File: config.mk
export PLATFORM = sky130hd
export DESIGN_NAME = serial_mem_sequencer
export DESIGN_NICKNAME = d
export VERILOG_FILES = /design/src/rtl/serial_mem_sequencer.sv
export SDC_FILE = /design/constraint.sdc
export NUM_CORES = 1
export LEC_CHECK = 0
export ABC_AREA = 1
export BUFFER_PORTS_ARGS = -buffer_cell sky130_fd_sc_hd__buf_2
export CAP_MARGIN = 10
export CORE_ASPECT_RATIO = 1.2
export CORE_MARGIN = 2
export CORE_UTILIZATION = 40
export CTS_BUF_LIST = sky130_fd_sc_hd__clkbuf_8
export DETAILED_ROUTE_END_ITERATION = 10
export PLACE_DENSITY = 0.62
export SYNTH_ARGS = -nofsm -noshare
export SYNTH_HDL_FRONTEND = slang
export SYNTH_SLANG_ARGS = --single-unit
File: constraint.sdc
create_clock -name clk -period 7 [get_ports clk]
set_clock_uncertainty 0.1 [all_clocks]
set_input_delay 1.4 -clock clk [delete_from_list [all_inputs] [get_ports clk]]
set_output_delay 1.4 -clock clk [all_outputs]
set_load 0.005 [all_outputs]
File: src/rtl/serial_mem_sequencer.sv
module serial_mem_sequencer #(
  parameter int CLK_DIV    = 4,
  parameter int CS_LOW_MIN = 32,
  parameter int POLL_LIMIT = 1250000
) (
  input  logic        clk,
  input  logic        rst_n,
  input  logic        req_valid,
  output logic        req_ready,
  input  logic [2:0]  req_cmd,
  input  logic [10:0] req_addr,
  input  logic [15:0] req_wdata,
  input  logic        cfg_wide,
  input  logic        cfg_auto_wp,
  output logic        rsp_valid,
  output logic [15:0] rsp_rdata,
  output logic        rsp_err,
  output logic        mem_cs,
  output logic        mem_sk,
  output logic        mem_di,
  input  logic        mem_do
);

  localparam int DIV_W  = $clog2(CLK_DIV + 1);
  localparam int GAP_W  = $clog2(CS_LOW_MIN + 1);
  localparam int POLL_W = $clog2(POLL_LIMIT + 1);

  localparam logic [2:0] CMD_READ  = 3'd0;
  localparam logic [2:0] CMD_WRITE = 3'd1;
  localparam logic [2:0] CMD_ERASE = 3'd2;
  localparam logic [2:0] CMD_ERAL  = 3'd3;
  localparam logic [2:0] CMD_WRAL  = 3'd4;
  localparam logic [2:0] CMD_EWEN  = 3'd5;
  localparam logic [2:0] CMD_EWDS  = 3'd6;

  typedef enum logic [1:0] {ST_IDLE, ST_GAP, ST_SHIFT, ST_POLL} state_t;

  function automatic logic is_prog(input logic [2:0] c);
    return (c == CMD_WRITE) || (c == CMD_ERASE) || (c == CMD_ERAL) || (c == CMD_WRAL);
  endfunction

  state_t             state;
  logic [2:0]         cmd_q;
  logic [10:0]        addr_q;
  logic [15:0]        wdata_q;
  logic               wide_q, wrap_q, need_poll, err_q, cs_q, sk_q, rsp_q;
  logic [1:0]         phase;
  logic [DIV_W-1:0]   cnt;
  logic [GAP_W-1:0]   gcnt, low_run;
  logic [POLL_W-1:0]  pcnt;
  logic [29:0]        sh;
  logic [4:0]         bits_left, rx_n;
  logic [15:0]        rx;

  logic [2:0]  kind;
  logic [1:0]  op, sel;
  logic        with_data;
  logic [10:0] addr_n;
  logic [9:0]  addr_w;
  logic [29:0] frame_bits;
  logic [4:0]  tx_len, rx_len;
  logic [1:0]  phase_next;

  always_comb begin
    kind = cmd_q;
    if (phase == 2'd0) kind = CMD_EWEN;
    else if (phase == 2'd2) kind = CMD_EWDS;
    op = 2'b00;
    sel = 2'b00;
    with_data = 1'b0;
    case (kind)
      CMD_READ:  op = 2'b10;
      CMD_WRITE: begin op = 2'b01; with_data = 1'b1; end
      CMD_ERASE: op = 2'b11;
      CMD_ERAL:  sel = 2'b10;
      CMD_WRAL:  begin sel = 2'b01; with_data = 1'b1; end
      CMD_EWEN:  sel = 2'b11;
      default:   sel = 2'b00;
    endcase
  end

  assign addr_n     = (op == 2'b00) ? {sel, addr_q[8:0]} : addr_q;
  assign addr_w     = (op == 2'b00) ? {sel, addr_q[7:0]} : addr_q[9:0];
  assign frame_bits = wide_q ? {1'b1, op, addr_w, wdata_q, 1'b0}
                             : {1'b1, op, addr_n, wdata_q[7:0], 8'h00};
  assign rx_len     = (kind == CMD_READ) ? (wide_q ? 5'd17 : 5'd9) : 5'd0;
  assign tx_len     = (wide_q ? 5'd13 : 5'd14) + (with_data ? (wide_q ? 5'd16 : 5'd8) : 5'd0);
  assign phase_next = (phase == 2'd0) ? 2'd1 : ((phase == 2'd1 && wrap_q) ? 2'd2 : 2'd3);

  assign req_ready = (state == ST_IDLE);
  assign rsp_valid = rsp_q;
  assign rsp_rdata = wide_q ? rx : {8'h00, rx[7:0]};
  assign rsp_err   = err_q;
  assign mem_cs    = cs_q;
  assign mem_sk    = sk_q;
  assign mem_di    = (state == ST_SHIFT) && (bits_left > rx_n) && sh[29];

  always_ff @(posedge clk or negedge rst_n) begin
    if (!rst_n) begin
      state <= ST_IDLE;
      cmd_q <= '0; addr_q <= '0; wdata_q <= '0;
      wide_q <= 1'b0; wrap_q <= 1'b0; need_poll <= 1'b0; err_q <= 1'b0;
      cs_q <= 1'b0; sk_q <= 1'b0; rsp_q <= 1'b0;
      phase <= 2'd0; cnt <= '0; gcnt <= '0; pcnt <= '0;
      sh <= '0; bits_left <= '0; rx_n <= '0; rx <= '0;
    end else begin
      rsp_q <= 1'b0;
      case (state)
        ST_IDLE: if (req_valid) begin
          cmd_q     <= req_cmd;
          addr_q    <= req_addr;
          wdata_q   <= req_wdata;
          wide_q    <= cfg_wide;
          wrap_q    <= cfg_auto_wp && is_prog(req_cmd);
          phase     <= (cfg_auto_wp && is_prog(req_cmd)) ? 2'd0 : 2'd1;
          need_poll <= 1'b0;
          err_q     <= 1'b0;
          rx        <= '0;
          gcnt      <= '0;
          state     <= ST_GAP;
        end
        ST_GAP: if (gcnt == GAP_W'(CS_LOW_MIN - 1)) begin
          gcnt <= '0;
          if (need_poll) begin
            cs_q  <= 1'b1;
            pcnt  <= '0;
            state <= ST_POLL;
          end else if (phase == 2'd3) begin
            rsp_q <= 1'b1;
            state <= ST_IDLE;
          end else begin
            sh        <= frame_bits;
            bits_left <= tx_len + rx_len;
            rx_n      <= rx_len;
            rx        <= '0;
            cnt       <= '0;
            cs_q      <= 1'b1;
            state     <= ST_SHIFT;
          end
        end else begin
          gcnt <= gcnt + 1'b1;
        end
        ST_SHIFT: if (cnt != DIV_W'(CLK_DIV - 1)) begin
          cnt <= cnt + 1'b1;
        end else begin
          cnt <= '0;
          if (!sk_q) begin
            sk_q <= 1'b1;
            if (bits_left <= rx_n) rx <= {rx[14:0], mem_do};
          end else begin
            sk_q      <= 1'b0;
            sh        <= {sh[28:0], 1'b0};
            bits_left <= bits_left - 1'b1;
            if (bits_left == 5'd1) begin
              cs_q  <= 1'b0;
              gcnt  <= '0;
              state <= ST_GAP;
              if (phase == 2'd1 && is_prog(cmd_q)) need_poll <= 1'b1;
              phase <= phase_next;
            end
          end
        end
        ST_POLL: if (mem_do || pcnt == POLL_W'(POLL_LIMIT - 1)) begin
          if (!mem_do) err_q <= 1'b1;
          cs_q      <= 1'b0;
          need_poll <= 1'b0;
          gcnt      <= '0;
          state     <= ST_GAP;
        end else begin
          pcnt <= pcnt + 1'b1;
        end
        default: state <= ST_IDLE;
      endcase
    end
  end

  always_ff @(posedge clk or negedge rst_n) begin
    if (!rst_n) low_run <= '0;
    else if (cs_q) low_run <= '0;
    else if (low_run != GAP_W'(CS_LOW_MIN)) low_run <= low_run + 1'b1;
  end

  a_r3_di_stable_high: assert property (@(posedge clk) disable iff (!rst_n)
    (mem_sk && $past(mem_sk)) |-> $stable(mem_di));
  a_r6_clock_only_selected: assert property (@(posedge clk) disable iff (!rst_n)
    mem_sk |-> mem_cs);
  a_r5_cs_low_gap: assert property (@(posedge clk) disable iff (!rst_n)
    $rose(mem_cs) |-> (low_run >= GAP_W'(CS_LOW_MIN)));
  a_r9_rsp_single: assert property (@(posedge clk) disable iff (!rst_n)
    rsp_valid |=> !rsp_valid);
  a_r9_busy_after_accept: assert property (@(posedge clk) disable iff (!rst_n)
    (req_valid && req_ready) |=> !req_ready);
  a_r7_poll_bounded: assert property (@(posedge clk) disable iff (!rst_n)
    (state == ST_POLL) |-> (pcnt < POLL_W'(POLL_LIMIT)));

endmodule

==> results of run 1 <==
==> per-layer routing <==
metal	vias up	part of all wire (%)	global-route usage, %
met1	2582	49	24.89
met3	12	3.3	4.403
li1	2907	-	-
met4	0	1.3	5.920
met5	-	0	0
met2	78	46	26.73
==> worst max-delay path, cell delays in order (launching register included) <==
cell     delay, ps
dfrtp_1        410
ha_1           300
nand2_1         50
inv_1           60
nand2_1         50
nand2_1         50
nand3_1        110
nor2_1         110
buf_2          130
==> sequential cells by signal (all words and copies together), names as in the netlist, 2 cells and up <==
register / cells
cmd_q: 3
bits_left: 5
state: 2
addr_q: 11
rx_n: 3
sh: 29
rx: 16
phase: 2
gcnt: 6
wdata_q: 16
pcnt: 21
cnt: 3
==> layout by cell type (no fill, tap or decap), types with 6 or more instances in the layout <==
master     Yosys  layout
a31oi_1        7       7
o21ai_1       14      14
nand3_1       44      44
clkbuf_8       0      17
nor2_1        89      89
a22oi_1        6       6
o211ai_1      10      10
bufinv_16      0       6
ha_1          13      13
dfrtp_1      124     124
nand2_1      354     354
buf_2         12      56
xor2_1         9       9
a21oi_1       12      12
xnor2_1        6       6
nand4_1        6       6
inv_1         67      68
o21ai_0       62      62
==> power by group through the flow <==
| stage | Sequential [mW] | Clock (mW) | Combinational [mW] |
|---|---|---|---|
| 2_1_floorplan | 1.03 | 0 | 0.810 |
| 6_report | 1.05 | 0.758 | 0.984 |
| 4_1_cts | 1.05 | 0.779 | 1.01 |
| 3_3_place_gp | 1.06 | 0 | 0.988 |
| 5_1_grt | 1.08 | 0.816 | 1.16 |
| 3_5_place_dp | 1.06 | 0 | 1.00 |
==> kinds of logic after synthesis <==
| group | share of synthesized area (%) |
|---|---|
| flip-flops | 46.63 |
| buffers and inverters | 7.935 |
| XOR/XNOR | 1.974 |
| AND/OR/NAND/NOR | 30.80 |
| AO/OA/AOI/OAI | 10.21 |
| adder cells (fa/ha/maj) | 2.445 |
==> area by class of cell <==
cell class              count  area (µm²)
repair buffers             61       317.8
flip-flops and latches    124        3103
well taps                 212       265.3
clock buffers              17       234.0
inverters                  75       284.0
clock inverters            15       245.2
fillers                  1674        8800
multi-input cells         658        3023
==> path summary, 6_finish.rpt <==
check | startpoint | endpoint | slack (ps) | cells past startpoint
max | bits_left[4] | mem_di | 3800 | 8
max reg2reg | state[1] | pcnt[8] | 4210 | 6
max in group asynchronous | rst_n | bits_left[4] | 4590 | 2
min | wdata_q[15] | wdata_q[15] | 380 | 2
min in group asynchronous | rst_n | addr_q[3] | 900 | 1
min reg2reg | wdata_q[15] | wdata_q[15] | 380 | 2
==> through the flow <==
step / utilization [%] / std cells / setup WS [ps] / cell area, µm²
2_1_floorplan: - / 899 / 4466 / 6654
3_3_place_gp: 42.98 / 1130 / 3413 / 6993
3_5_place_dp: 42.98 / 1130 / 3400 / 6993
4_1_cts: 45.92 / 1162 / 3752 / 7472
5_1_grt: 45.92 / 1162 / 3621 / 7472
6_report: 45.92 / 1162 / 3795 / 7472
==> reports/metrics.yaml, run 1 <==
drt-pass1-iter-count: 5
yosys.area.top_type: "dfrtp_1"
synth_top_area_share_pct: 46.63
hold_violations: 0
clk_path_buf_depth: 2
dieArea_mm2: 0.01769
cts_hold_buf: 0
p_leak_nw: 3.661
path_class: "reg2out"
end_kind: "output pin"
power_mw: 2.795
yosysUniqueCellTypes: 37
rows: 51
hold_ws_ps: 379.4
wl_mm: 14.32
async_flop_share_pct: 100.0
outcome: "completed"
power.internal_mw: 1.698
cts_setup_buffers: 0
yosys-top-cells-area: "dfrtp_1 47%, nand2_1 20%, nor2_1 5.0%"
ant_nets: 0
finalSetupTns_ps: 0
hp-class: "reg2reg"
switchingPower_mw: 1.098
ir_drop_v: 0.0001272
grt_pass1_wl_mm: 25.32
cts_buffers: 17
cts_resized: 0
synth_common_cells: "354 x nand2_1, 124 x dfrtp_1, 89 x nor2_1, 67 x inv_1, 62 x o21ai_0"
layout.nets: 986
drive_gt1_share_pct: 12.00
clkLatencyLatePin_ps: 440
die_x_um: 121.7
cts.clk_slew.worst_paths_ps: 70
grt-ovfl-total: 0
avgSynthCellArea_um2: 7.401
cts_tree: "yes"
start_util_pct: 40.89
synth_seq_cells: 124
p_comb_share_pct: 35.2
clkSinkCount: 124
htreeDepth: 4
clock-root-buffer: "clkbuf_8"
viasPerCell: 4.801
synth.most_common_cell: "nand2_1"
p_clk_share_pct: 27.1
hpwlAfterDp_mm: 9.741
finalSetupViolCount: 0
path_max_fanout: 3
seqPwrFrac_pct: 37.7
io_buffers: 57
io_pins: 58
n_antenna_cell: 0
fmaxAchievable_mhz: 312.0
drc: 0
rsz0062_at_grt: "false"
seq_area_frac_synth_pct: 46.63
startpoint_type: "register"
grt_util_all_layers_pct: 17.74
fin_crit_sh_pct: 45.78
synth.yosys.warnings: 0
worst_pin_slew_ps: 1071
place.gp.congestion: 0.8741
p_sw_share_pct: 39.27
avgRoutedWirePerCell_um: 12.32
arrival_ps: 1700
die_h_um: 145.3
max_cap_viol_count: 0
syn_to_final_growth_pct: 12.30
drt_iter0_drc: 279
crit_required_ps: 5500
finalCriticalPeriod_ps: 3205
synthCells: 899
syn_nets: 948
synth_edf_count: 0
grt_max_degree: 70
core_area_mm2: 0.01627
first_global_vias: 5218
synth_ff_type: "dfrtp_1"
power_density_mw_per_mm2: 374.1
report.final.slew_viol_count: 0
grt_antenna_before_repair: 0
vias: 5579
max_slew_margin_pct: 28.16
synth_area_mm2: 0.006654
No activity file was read; power rests on OpenSTA's default activity.
==> inputs of run 2 (changes only) <==
--- a/config.mk
+++ b/config.mk
@@ -13,7 +13,7 @@
 export CORE_UTILIZATION = 40
 export CTS_BUF_LIST = sky130_fd_sc_hd__clkbuf_8
 export DETAILED_ROUTE_END_ITERATION = 10
-export PLACE_DENSITY = 0.62
+export PLACE_DENSITY = 0.64
 export SYNTH_ARGS = -nofsm -noshare
 export SYNTH_HDL_FRONTEND = slang
 export SYNTH_SLANG_ARGS = --single-unit
==> constraint.sdc (replaced) <==
create_clock -name clk -period 2.9 [get_ports clk]
set_clock_uncertainty 0.1 [all_clocks]
set_input_delay 0.58 -clock clk [delete_from_list [all_inputs] [get_ports clk]]
set_output_delay 0.58 -clock clk [all_outputs]
set_load 0.005 [all_outputs]
==> run 2 against run 1 <==
  * Routed wire length is 2.7% higher
  * Clock-buffer cell count stayed put
  * Sequential power is 140% higher
  * Register-to-register slack worse by 3700 ps
  * First-iteration DRC count is 35% higher
  * Utilization is 0.18 points higher
  * Total power is 140% higher
  * Clock power is 110% higher
  * Global-route usage is 0.51 points higher
  * Critical path type unchanged
  * Highest routed layer unchanged
==> reports/metrics.yaml, run 2 (same netlist as run 1, synthesis figures left out) <==
outcome: "completed"
first_global_vias: 5556
max_cap_viol_count: 0
cts_setup_buffers: 0
report.final.slew_viol_count: 0
r2r-start: "phase[0]"
crit_end: "mem_di"
hpwlAfterDp_mm: 9.988
seqPwrFrac_pct: 38.6
fin_crit_sh_pct: 85.92
cts.clk_slew.worst_paths_ps: 70
n_antenna_cell: 0
ir_drop_v: 0.0003307
start_util_pct: 40.89
dieArea_mm2: 0.01769
hold_violations: 0
ant_nets: 0
die_x_um: 121.7
path_class: "reg2out"
syn_to_final_growth_pct: 12.75
avgRoutedWirePerCell_um: 12.55
hp-class: "in2reg"
wl_mm: 14.70
die_h_um: 145.3
largest_reg_flops: 29
p_sw_share_pct: 41.02
viasPerCell: 4.761
finalCriticalPeriod_ps: 2492
layout.nets: 996
drt_iter0_drc: 378
reg2reg_slack_ps: 470
place.gp.congestion: 0.8522
max_slew_margin_pct: 53.61
cts_resized: 0
final_cell_mix: "354 x nand2_1, 124 x dfrtp_1, 89 x nor2_1"
clock-root-buffer: "clkbuf_8"
place_area_mm2: 0.007086
fillers: 1703
largest_register: "sh"
grt_util_all_layers_pct: 18.25
reg.largest.list: "sh x29, pcnt x21"
core_area_mm2: 0.01627
drive_gt1_share_pct: 12.92
cp_top_family: "buffers and inverters"
reg2reg_depth: 18
hold_ws_ps: 226.5
io_buffers: 57
startpoint_type: "register"
grt_max_degree: 52
cp.depth: 6
p_clk_share_pct: 23.8
htreeDepth: 4
crit_required_ps: 2220
grt-ovfl-total: 0
drc: 0
end_kind: "output pin"
finalSetupViolCount: 0
layout_commonest_cell: "nand2_1"
cp_cell_sequence: "inv_1 -> nor2_4 -> buf_4 -> nand3_1 -> nor2_1 -> buf_2"
r2r_end: "bits_left[4]"
path_max_fanout: 18
clkSinkCount: 124
switchingPower_mw: 2.710
power_mw: 6.606
finalSetupTns_ps: 0
grt_pass1_wl_mm: 26.06
slowest_delay_ps: 470
clkLatencyLatePin_ps: 450
cp-startpoint: "state[1]"
crit_slowest_cell: "dfrtp_1"
cts_tree: "yes"
cts_buffers: 17
rsz0062_at_grt: "false"
vias: 5580
fmaxAchievable_mhz: 401.3
power.internal_mw: 3.896
rows: 51
drt-pass1-iter-count: 5
p_comb_share_pct: 37.6
fin_area_mm2: 0.007502
worst_pin_slew_ps: 694.8
clk_path_buf_depth: 2
io_pins: 58
grt_antenna_before_repair: 0
crit_buf_inv: 3
power_density_mw_per_mm2: 880.6
p_leak_nw: 3.691
arrival_ps: 1810
==> run 2: changes by cell type in the layout (fill, tap and decap cells not counted), moves of 2 or more <==
cell and change:
bufinv_16 -3, clkinv_2 +4, buf_4 +7, buf_12 +2
==> run 2: how the worst min path moves through the flow <==
stage	startpoint	to	slack, ps	cells past startpoint
after floorplan	rst_n	addr_q[0]	180	0
after global placement	sh[26]	sh[26]	360	2
after detailed placement	wdata_q[11]	wdata_q[11]	370	2
after CTS	req_wdata[8]	wdata_q[8]	200	3
after global routing	req_wdata[10]	wdata_q[10]	210	3
final	req_wdata[10]	wdata_q[10]	230	3
==> run 2: per-layer routing <==
layer  wire length (µm)  track usage (%)
met1               7168            25.22
met5                  0                0
met4                128            5.805
met3                409            4.245
met2               6997            28.30
==> run 2: worst reg2reg max path, delay by kind of cell (launching register included) <==
family	cells	cell delay [ps]
AND/OR/NAND/NOR	11	940
adder cells (fa/ha/maj)	3	620
flip-flops	1	450
buffers and inverters	4	220
==> run 2: metrics by stage <==
| step | util (%) | instances | worst slack [ps] |
|---|---|---|---|
| 2_1_floorplan | - | 899 | 544.9 |
| 3_3_place_gp | 43.54 | 1139 | 514.7 |
| 3_5_place_dp | 43.54 | 1139 | 486.2 |
| 4_1_cts | 46.11 | 1172 | 349.6 |
| 5_1_grt | 46.11 | 1172 | 109.3 |
| 6_report | 46.11 | 1172 | 408.4 |
==> run 2: what timing repair did <==
item                       CTS  global route
hold endpoints to repair    26             0
hold buffers                 1             0
setup endpoints to repair    0             0
==> run 2: area by class of cell <==
| cell class | count | area (µm²) | share of cell area [%] |
|---|---|---|---|
| flip-flops and latches | 124 | 3103 | 41.36 |
| repair buffers | 71 | 420.4 | 5.604 |
| inverters | 75 | 284.0 | 3.786 |
| clock inverters | 15 | 172.7 | 2.302 |
| clock buffers | 17 | 234.0 | 3.119 |
| well taps | 212 | 265.3 | 3.536 |
| multi-input cells | 658 | 3023 | 40.29 |
==> run 2: power groups by stage <==
stage               Clock (mW)  Sequential [mW]  Combinational, mW
finish                    1.58             2.55               2.48
global route              1.70             2.62               2.90
CTS                       1.63             2.55               2.54
detailed placement           0             2.57               2.52
global placement             0             2.57               2.48
floorplan                    0             2.48               1.96
